<file path="config.mk">
export PLATFORM = sky130hd
export DESIGN_NAME = lockstep_outcome_classifier
export DESIGN_NICKNAME = d
export VERILOG_FILES = /design/src/rtl/lsc_pkg.sv /design/src/rtl/lsc_budget.sv /design/src/rtl/lsc_access_guard.sv /design/src/rtl/lsc_mismatch_track.sv /design/src/rtl/lsc_verdict.sv /design/src/rtl/lockstep_outcome_classifier.sv
export SDC_FILE = /design/constraint.sdc
export NUM_CORES = 1
export LEC_CHECK = 0
export ABC_AREA = 1
export BUFFER_PORTS_ARGS = -buffer_cell sky130_fd_sc_hd__buf_4
export CELL_PAD_IN_SITES_DETAIL_PLACEMENT = 2
export CELL_PAD_IN_SITES_GLOBAL_PLACEMENT = 2
export CORE_ASPECT_RATIO = 0.5
export CORE_MARGIN = 2
export CORE_UTILIZATION = 27
export CTS_BUF_LIST = sky130_fd_sc_hd__clkbuf_8
export DETAILED_ROUTE_END_ITERATION = 16
export GPL_TIMING_DRIVEN = 0
export PLACE_DENSITY = 0.84
export SLEW_MARGIN = 20
export SYNTH_ARGS = -nofsm -noshare
export SYNTH_HDL_FRONTEND = slang
export SYNTH_SLANG_ARGS = --single-unit
</file>
<file path="constraint.sdc">
create_clock -name clk -period 5.2 [get_ports clk]
set_clock_uncertainty 0.2 [all_clocks]
set_input_delay 0.52 -clock clk [delete_from_list [all_inputs] [get_ports clk]]
set_output_delay 0.52 -clock clk [all_outputs]
set_load 0.02 [all_outputs]
</file>
<file path="src/rtl/lsc_pkg.sv">
package lsc_pkg;

    typedef enum logic [2:0] {
        OUT_MASKED   = 3'd0,
        OUT_NOEFFECT = 3'd1,
        OUT_SDC      = 3'd2,
        OUT_HANG     = 3'd3,
        OUT_CRASH    = 3'd4
    } outcome_e;

    typedef struct packed {
        logic     finish;
        outcome_e kind;
    } verdict_t;

    localparam int unsigned MARGIN_MUL   = 13;
    localparam int unsigned MARGIN_SHIFT = 7;
    localparam int unsigned MARGIN_BITS  = 4;

    function automatic logic outside_range(input logic [63:0] a,
                                           input logic [63:0] lo,
                                           input logic [63:0] hi);
        return (a < lo) || (a > hi);
    endfunction

endpackage

</file>
<file path="src/rtl/lsc_budget.sv">
module lsc_budget #(
    parameter int CYC_W = 16
) (
    input  logic             clk,
    input  logic             rst,
    input  logic             load,
    input  logic [CYC_W-1:0] golden_in,
    output logic [CYC_W-1:0] limit_o
);
    import lsc_pkg::*;

    localparam int WIDE_W = CYC_W + MARGIN_BITS + 1;

    logic [CYC_W-1:0]  golden_q;
    logic [WIDE_W-1:0] scaled;
    logic [WIDE_W-1:0] margin;
    logic [WIDE_W-1:0] total;

    always_ff @(posedge clk) begin
        if (rst) begin
            golden_q <= '0;
        end else if (load) begin
            golden_q <= golden_in;
        end
    end

    always_comb begin
        scaled = WIDE_W'(golden_q) * WIDE_W'(MARGIN_MUL);
        margin = scaled >> MARGIN_SHIFT;
        total  = WIDE_W'(golden_q) + margin;
        if (total > WIDE_W'({CYC_W{1'b1}})) begin
            limit_o = '1;
        end else begin
            limit_o = total[CYC_W-1:0];
        end
    end

endmodule

</file>
<file path="src/rtl/lsc_access_guard.sv">
module lsc_access_guard #(
    parameter int ADDR_W    = 32,
    parameter int ACC_PORTS = 2
) (
    input  logic                        active,
    input  logic [ACC_PORTS-1:0]        acc_valid,
    input  logic [ACC_PORTS*ADDR_W-1:0] acc_addr,
    input  logic [ADDR_W-1:0]           img_lo,
    input  logic [ADDR_W-1:0]           img_hi,
    input  logic                        exc_flag,
    output logic                        crash_o
);
    import lsc_pkg::*;

    logic [ACC_PORTS-1:0] port_bad;

    for (genvar p = 0; p < ACC_PORTS; p++) begin : g_port
        logic [ADDR_W-1:0] a;
        assign a = acc_addr[p*ADDR_W +: ADDR_W];
        assign port_bad[p] = acc_valid[p] &&
                             outside_range(64'(a), 64'(img_lo), 64'(img_hi));
    end

    assign crash_o = active && ((|port_bad) || exc_flag);

endmodule

</file>
<file path="src/rtl/lsc_mismatch_track.sv">
module lsc_mismatch_track #(
    parameter int OUT_W = 32,
    parameter int CYC_W = 16
) (
    input  logic             clk,
    input  logic             rst,
    input  logic             clear,
    input  logic             active,
    input  logic             inject,
    input  logic [CYC_W-1:0] cnt,
    input  logic [OUT_W-1:0] dut_bus,
    input  logic [OUT_W-1:0] ref_bus,
    output logic             seen_d,
    output logic [CYC_W-1:0] lat_d
);
    logic             inj_seen;
    logic [CYC_W-1:0] inj_cyc;
    logic             mm_seen;
    logic [CYC_W-1:0] mm_lat;
    logic             armed;
    logic [CYC_W-1:0] inj_eff;
    logic             hit;
    logic [OUT_W-1:0] diff;

    assign diff    = dut_bus ^ ref_bus;
    assign armed   = inj_seen || (active && inject);
    assign inj_eff = inj_seen ? inj_cyc : cnt;
    assign hit     = active && armed && (|diff);
    assign seen_d  = mm_seen || hit;
    assign lat_d   = mm_seen ? mm_lat : (cnt - inj_eff);

    always_ff @(posedge clk) begin
        if (rst || clear) begin
            inj_seen <= 1'b0;
            inj_cyc  <= '0;
            mm_seen  <= 1'b0;
            mm_lat   <= '0;
        end else if (active) begin
            if (inject && !inj_seen) begin
                inj_seen <= 1'b1;
                inj_cyc  <= cnt;
            end
            if (hit && !mm_seen) begin
                mm_seen <= 1'b1;
                mm_lat  <= cnt - inj_eff;
            end
        end
    end

endmodule

</file>
<file path="src/rtl/lsc_verdict.sv">
module lsc_verdict (
    input  logic                active,
    input  logic                crash,
    input  logic                at_limit,
    input  logic                done,
    input  logic                state_ok,
    input  logic                manifest,
    output lsc_pkg::verdict_t   verdict_o
);
    import lsc_pkg::*;

    always_comb begin
        verdict_o.finish = 1'b0;
        verdict_o.kind   = OUT_MASKED;
        if (active) begin
            if (crash) begin
                verdict_o.finish = 1'b1;
                verdict_o.kind   = OUT_CRASH;
            end else if (!done && at_limit) begin
                verdict_o.finish = 1'b1;
                verdict_o.kind   = OUT_HANG;
            end else if (done && !state_ok) begin
                verdict_o.finish = 1'b1;
                verdict_o.kind   = OUT_SDC;
            end else if (done) begin
                verdict_o.finish = 1'b1;
                verdict_o.kind   = manifest ? OUT_NOEFFECT : OUT_MASKED;
            end
        end
    end

endmodule

</file>
<file path="src/rtl/lockstep_outcome_classifier.sv">
module lockstep_outcome_classifier #(
    parameter int OUT_W     = 32,
    parameter int ADDR_W    = 32,
    parameter int ACC_PORTS = 2,
    parameter int CYC_W     = 16
) (
    input  logic                        clk,
    input  logic                        rst,
    input  logic                        run_start,
    input  logic [CYC_W-1:0]            golden_cycles,
    input  logic                        inject,
    input  logic [OUT_W-1:0]            dut_bus,
    input  logic [OUT_W-1:0]            ref_bus,
    input  logic [ACC_PORTS-1:0]        acc_valid,
    input  logic [ACC_PORTS*ADDR_W-1:0] acc_addr,
    input  logic [ADDR_W-1:0]           img_lo,
    input  logic [ADDR_W-1:0]           img_hi,
    input  logic                        exc_flag,
    input  logic                        prog_done,
    input  logic                        state_ok,
    output logic                        result_valid,
    output logic [2:0]                  category,
    output logic                        manifested,
    output logic [CYC_W-1:0]            latency
);
    import lsc_pkg::*;

    logic             run_active;
    logic [CYC_W-1:0] cyc_cnt;
    logic [CYC_W-1:0] limit;
    logic             crash;
    logic             seen_d;
    logic [CYC_W-1:0] lat_d;
    verdict_t         verdict;
    outcome_e         res_kind;

    lsc_budget #(.CYC_W(CYC_W)) u_budget (
        .clk       (clk),
        .rst       (rst),
        .load      (run_start),
        .golden_in (golden_cycles),
        .limit_o   (limit)
    );

    lsc_access_guard #(.ADDR_W(ADDR_W), .ACC_PORTS(ACC_PORTS)) u_guard (
        .active    (run_active),
        .acc_valid (acc_valid),
        .acc_addr  (acc_addr),
        .img_lo    (img_lo),
        .img_hi    (img_hi),
        .exc_flag  (exc_flag),
        .crash_o   (crash)
    );

    lsc_mismatch_track #(.OUT_W(OUT_W), .CYC_W(CYC_W)) u_track (
        .clk     (clk),
        .rst     (rst),
        .clear   (run_start),
        .active  (run_active),
        .inject  (inject),
        .cnt     (cyc_cnt),
        .dut_bus (dut_bus),
        .ref_bus (ref_bus),
        .seen_d  (seen_d),
        .lat_d   (lat_d)
    );

    lsc_verdict u_verdict (
        .active    (run_active),
        .crash     (crash),
        .at_limit  (cyc_cnt == limit),
        .done      (prog_done),
        .state_ok  (state_ok),
        .manifest  (seen_d),
        .verdict_o (verdict)
    );

    always_ff @(posedge clk) begin
        if (rst) begin
            run_active   <= 1'b0;
            cyc_cnt      <= '0;
            result_valid <= 1'b0;
            res_kind     <= OUT_MASKED;
            manifested   <= 1'b0;
            latency      <= '1;
        end else begin
            result_valid <= 1'b0;
            if (run_start) begin
                run_active <= 1'b1;
                cyc_cnt    <= '0;
            end else if (run_active) begin
                if (verdict.finish) begin
                    run_active   <= 1'b0;
                    result_valid <= 1'b1;
                    res_kind     <= verdict.kind;
                    manifested   <= seen_d;
                    latency      <= seen_d ? lat_d : '1;
                end else begin
                    cyc_cnt <= cyc_cnt + 1'b1;
                end
            end
        end
    end

    assign category = res_kind;

endmodule

</file>
==> results.json, run 1 <==
{
  "cp_max_fo": 7,
  "drc": 0,
  "clk_pin_slew_worst_paths_ns": 0.11,
  "routed.top_layer": "met4",
  "worstSetupEndpointType": "register",
  "core-area_um2": 38700,
  "rsz0062_at_grt": "yes",
  "ant_nets": 0,
  "ys_types": 43,
  "ir_drop_mv": 0.118,
  "die_width_um": 284,
  "dieArea_um2": 40800,
  "syn_inst": 1604,
  "fp-row-count": 51,
  "hold_violations": 0,
  "synth-xor-area-share": 0.0531,
  "violations": "setup timing",
  "drive_gt1_frac": 0.241,
  "worstPathArrival_ns": 5.79,
  "grt_use_total": 0.230,
  "drv_cap": 0,
  "grt_pass1_wl_um": 74300,
  "switching_share": 0.461,
  "power.leakage_nw": 7.25,
  "regArea_um2": 1790,
  "muxShareOfSynthArea": 0,
  "drt-initial-drc-count": 402,
  "cts_root_buf": "clkbuf_8",
  "hold_path.class": "in2reg",
  "globalRouteOverflowTotal": 0,
  "fin_crit_ns": 5.67,
  "syn_nets": 2025,
  "place_congestion": 0.835,
  "setup_ws_ns": -0.469,
  "grt_start_max_net_pins": 17,
  "cpMostUsedCell": "nand2_1",
  "grt_pass1_vias": 13800,
  "slew_viol_final": 0,
  "intPower_w": 0.00157,
  "clockBufferDepth": 2,
  "power_frac_seq": 0.249,
  "yosysWarnings": 0,
  "critPathTopFamily": "simple AND/OR/NAND/NOR gates",
  "slowest_stage": "fa_2",
  "setup-violations-final": 38,
  "p_clk_frac": 0.195,
  "cts.sinks": 88,
  "avgSynthCellArea_um2": 6.58,
  "antennaDiodeCount": 0,
  "dp_slack_ns": -0.731,
  "vias": 12100,
  "path_buf_inv": 3,
  "dpl.hpwl_um": 34500,
  "max_slew_margin": 0.400,
  "synth_top_family_by_area": "simple AND/OR/NAND/NOR gates",
  "finalPower_w": 0.00291,
  "power.density_nw_per_um2": 205,
  "yosysSeqAreaShare": 0.167,
  "reg2reg_slack_ns": -0.47,
  "clk_latency_ns": 0.41,
  "p_comb_frac": 0.556,
  "start_util": 0.272,
  "post_drt_via_cell_ratio": 5.02,
  "synth_fa_ha_area_frac": 0.252,
  "cts_hold_buf": 0,
  "io_buffers": 237,
  "synth_seq_cells": 88,
  "met3_length_um": 1170,
  "fillers": 4686,
  "worst_slew_pin_slew_ns": 0.896,
  "cp-start-kind": "register",
  "wl_met2_um": 26600,
  "post-route-period-util": 1.09,
  "synth_compound_area_frac": 0.139,
  "antenna_found_initial": 0,
  "routed_wirelength_um": 49200,
  "max_stage_delay_ns": 0.59,
  "io_pins": 238,
  "p_switching_w": 0.00134,
  "area_delta_synth_final_pct": 34.7,
  "cts_buffers": 9,
  "crit_required_ns": 5.32,
  "cts_tree": "done",
  "multiInputGateArea_um2": 8220,
  "wirelength_met1_um": 19700,
  "yosys.area_share.simple": 0.279,
  "dr.pass1.iters": 4,
  "die_height_um": 144,
  "nets": 2307,
  "status": "finished, violations left",
  "max_freq_ghz": 0.176,
  "syn_area_um2": 10500,
  "h-tree-depth": 3,
  "path_class": "reg2reg",
  "routedWlPerCell_um": 20.3
}
==> cell type report <==
class	count	share of cell area
flip-flops and latches	88	0.126
plain buffers	32	0.0141
multi-input cells	1219	0.578
inverters	264	0.0697
clock inverters	6	0.00537
repair buffers	272	0.150
well taps	530	0.0467
clock buffers	10	0.00968
==> metal layers <==
layer,vias to the layer above,track usage
met1,5988,0.245
li1,5809,-
met3,102,0.0251
met2,243,0.462
met4,0,0.0950
met5,-,0
==> stage by stage <==
step	utilization	setup TNS, ns	hold WS, ns	cell area, µm²	cells
finish	0.367	-15.64	0.129	14200	2421
global route	0.367	-22.74	0.121	14200	2421
CTS	0.361	-0.560	0.129	14000	2419
detailed placement	0.335	-23.74	0.247	13000	2371
global placement	0.335	-17.27	0.239	13000	2371
floorplan	-	0	0.226	10500	1604
==> cells in the final DEF (no fill, tap or decap), types with 7 or more instances in the layout <==
master    netlist  routed
nor2_1        100      85
inv_1         261     258
a211oi_1       11      11
nand4_1        31      31
ha_4            0      13
a21oi_2         3      12
o21a_1          9       9
nand2_1       385     352
nand2_2         5      31
xnor2_1        22      21
clkbuf_1       19      19
ha_1          190     172
nand2_4         1       7
dfxtp_2         0       8
nor2_2          8      19
or2_2           7       7
nand3_1        99      82
buf_4           4     260
clkbuf_8        0      10
o21ai_0        79      76
a21oi_1       153     141
dfxtp_1        88      75
nor3_1         21      20
xor2_1         42      40
nand3_2         0      17
fa_1           14      12
buf_6           4      14
==> cell families after synthesis <==
logic type,Yosys count
and+or+nand+nor,679
buffers and inverters,297
AOI/OAI and AO/OA,272
adders and majority gates,204
DFF,88
xor gates and xnor gates,64
==> cells in the mapped netlist (all sizes together) <==
library cell  count  area [µm²]
nand4            32         215
clkbuf           19        71.3
o211ai            4        30.0
a21oi           156         792
xnor2            22         193
and2              5        32.5
xor2             42         368
inv             264         991
o21bai            1        7.51
ha              190        2380
nor2            109         437
o31ai             2        15.0
and3              2        12.5
o2111ai           1        8.76
or2               7        43.8
nand2           391        1490
o21a              9        67.6
buf              14         103
o21ai            80         400
dfxtp            88        1760
a31oi             1        6.26
fa               14         280
nand3b            6        45.0
a21o              6        45.0
nand3           101         531
nor4              5        31.3
a221oi            1        8.76
a211oi           11        82.6
nor3             21         105
==> state kept, by name (all words and copies together) (netlist names) <==
name / flops
u_track.mm_lat: 16
u_track.inj_cyc: 16
latency: 16
result_valid: 1
u_track.inj_seen: 1
manifested: 1
u_budget.golden_q: 16
category: 3
u_track.mm_seen: 1
run_active: 1
cyc_cnt: 16
==> worst paths after layout <==
kind | from | to | depth (start not counted)
min reg2reg | u_track.mm_lat[9]$_SDFFE_PP0P_ | u_track.mm_lat[9]$_SDFFE_PP0P_ | 2
max reg2reg | u_budget.golden_q[1]$_SDFFE_PP0P_ | cyc_cnt[1]$_SDFFE_PP0P_ | 31
max | u_budget.golden_q[1]$_SDFFE_PP0P_ | cyc_cnt[1]$_SDFFE_PP0P_ | 31
min | rst | manifested$_SDFFE_PP0P_ | 2
==> power by group through the flow <==
| stage | Combinational (W) | Clock (W) | Sequential [W] |
|---|---|---|---|
| 6_report | 0.00162 | 0.000568 | 0.000725 |
| 5_1_grt | 0.00178 | 0.000602 | 0.000727 |
| 4_1_cts | 0.00142 | 0.000562 | 0.000720 |
| 3_5_place_dp | 0.00129 | 0 | 0.000735 |
| 3_3_place_gp | 0.00122 | 0 | 0.000734 |
| 2_1_floorplan | 0.000825 | 0 | 0.000734 |
==> timing repair <==
action | in CTS | in global routing
resized for setup | 122 | 59
setup endpoints to repair | 38 | 38
endpoints found under the hold margin | 0 | 0
buffers inserted | 24 | 3
pin swaps | 41 | 38
cloned | 8 | 0
Power figures use the tool's default switching activity.
==> inputs of run 2 (changes only) <==
--- a/config.mk
+++ b/config.mk
@@ -11,11 +11,11 @@
 export CELL_PAD_IN_SITES_GLOBAL_PLACEMENT = 2
 export CORE_ASPECT_RATIO = 0.5
 export CORE_MARGIN = 2
-export CORE_UTILIZATION = 27
+export CORE_UTILIZATION = 30
 export CTS_BUF_LIST = sky130_fd_sc_hd__clkbuf_8
 export DETAILED_ROUTE_END_ITERATION = 16
 export GPL_TIMING_DRIVEN = 0
-export PLACE_DENSITY = 0.84
+export PLACE_DENSITY = 0.88
 export SLEW_MARGIN = 20
 export SYNTH_ARGS = -nofsm -noshare
 export SYNTH_HDL_FRONTEND = slang
==> constraint.sdc (replaced) <==
create_clock -name clk -period 5.4 [get_ports clk]
set_clock_uncertainty 0.2 [all_clocks]
set_input_delay 0.54 -clock clk [delete_from_list [all_inputs] [get_ports clk]]
set_output_delay 0.54 -clock clk [all_outputs]
set_load 0.02 [all_outputs]
==> results.json, run 2 (synthesized netlist as in run 1, its figures left out) <==
{
  "routedWlPerCell_um": 24.4,
  "core-area_um2": 34500,
  "slowest_stage": "fa_1",
  "grt_pass1_wl_um": 74400,
  "post-route-util": 0.415,
  "post-route-period-util": 1.18,
  "final_common_cell": "nand2_1",
  "fp-row-count": 48,
  "cpMostUsedCell": "nand2_2",
  "path_class": "reg2reg",
  "fin_area_um2": 14300,
  "die_height_um": 137,
  "max_freq_ghz": 0.157,
  "dp_slack_ns": -0.700,
  "io_pins": 238,
  "ir_drop_mv": 0.129,
  "drc": 0,
  "clk_pin_slew_worst_paths_ns": 0.14,
  "mostFrequentLayoutCells": "nand2_1 (336), inv_1 (258), buf_4 (258), ha_1 (174), a21oi_1 (136)",
  "die_width_um": 269,
  "hold_ws_ns": 0.120,
  "antennaDiodeCount": 0,
  "tns_ns": -30.22,
  "cp-start-kind": "register",
  "max_slew_margin": 0.298,
  "globalRouteOverflowTotal": 0,
  "grt_start_max_net_pins": 18,
  "worstSetupEndpointType": "register",
  "dieArea_um2": 36800,
  "setup_ws_ns": -0.960,
  "nets": 2307,
  "clockBufferDepth": 2,
  "drive_gt1_frac": 0.254,
  "violations": "setup timing",
  "rsz0062_at_grt": "yes",
  "dpl.hpwl_um": 36500,
  "drt-initial-drc-count": 592,
  "io_buffers": 237,
  "max_stage_delay_ns": 0.62,
  "crit_required_ns": 5.52,
  "grt_use_total": 0.257,
  "cts.sinks": 88,
  "cts_tree": "done",
  "place_congestion": 0.825,
  "setup-violations-final": 38,
  "dr.pass1.iters": 5,
  "post_drt_via_cell_ratio": 5.44,
  "fin_crit_ns": 6.36,
  "hold_path.class": "in2reg",
  "ant_nets": 0,
  "power.density_nw_per_um2": 211,
  "start_util": 0.305,
  "drv_cap": 0,
  "status": "finished, violations left",
  "routed_wirelength_um": 57700,
  "h-tree-depth": 3,
  "cts_root_buf": "clkbuf_8",
  "antenna_found_initial": 0,
  "worstPathArrival_ns": 6.48,
  "grt_pass1_vias": 13900,
  "fillers": 4048,
  "worst_slew_pin_slew_ns": 1.05,
  "area_delta_synth_final_pct": 36.0,
  "vias": 12900,
  "place_area_um2": 12900,
  "cp_max_fo": 7,
  "cts_buffers": 9,
  "clk_latency_ns": 0.44,
  "slew_viol_final": 0,
  "power.leakage_nw": 7.28,
  "hold_violations": 0
}
run 2: worst max-delay path: cells and delay by family (launching register included):
| kind | cells | cell delay (ns) |
|---|---|---|
| DFF | 1 | 0.39 |
| adders and majority gates | 4 | 1.43 |
| xor gates and xnor gates | 1 | 0.15 |
| buffers and inverters | 3 | 0.38 |
| and+or+nand+nor | 19 | 2.70 |
| AOI/OAI and AO/OA | 4 | 0.98 |
run 2: final timing paths:
path	from	end	slack (ns)	cells after the start
setup / recovery	u_budget.golden_q[2]$_SDFFE_PP0P_	cyc_cnt[3]$_SDFFE_PP0P_	-0.96	31
setup reg to reg	u_budget.golden_q[2]$_SDFFE_PP0P_	cyc_cnt[3]$_SDFFE_PP0P_	-0.96	31
hold / removal	rst	run_active$_SDFF_PP0_	0.12	2
hold reg to reg	u_track.mm_lat[14]$_SDFFE_PP0P_	u_track.mm_lat[14]$_SDFFE_PP0P_	0.27	2
run 2: what timing repair did:
item | 4_1_cts | 5_1_grt
buffers inserted | 13 | 15
pin swaps | 21 | 61
endpoints found under the hold margin | 0 | 0
setup endpoints to repair | 38 | 38
hold buffers | 0 | 0
resized for setup | 65 | 159
gates cloned | 2 | 4
run 2: cell type report:
class | instances | area (µm²) | share of cell area
inverter | 264 | 991 | 0.0691
multi-input combinational | 1219 | 8420 | 0.587
clock inverter | 7 | 85.1 | 0.00593
buffer | 33 | 210 | 0.0147
sequential | 88 | 1790 | 0.125
tap | 475 | 594 | 0.0414
clock buffer | 9 | 124 | 0.00864
timing repair buffer | 271 | 2130 | 0.149
run 2: power breakdown:
group          internal (W)  leakage [nW]  total [W]  switching [W]
Combinational      0.000651          6.46    0.00177        0.00111
Sequential         0.000671         0.723   0.000697      0.0000257
Clock              0.000224         0.100   0.000567       0.000343
Total               0.00155          7.28    0.00303        0.00148
run 2: through the flow:
step	cells	total power (W)
CTS	2347	0.00259
detailed placement	2316	0.00196
finish	2366	0.00303
global route	2366	0.00317
global placement	2316	0.00187
floorplan	1604	0.00150
run 2: per-layer routing:
metal	up-vias	share of wire	global-route usage
met5	-	0	0
met4	0	0.070	0.113
met3	237	0.046	0.0319
met2	475	0.52	0.509
met1	6360	0.37	0.276
li1	5805	-	-
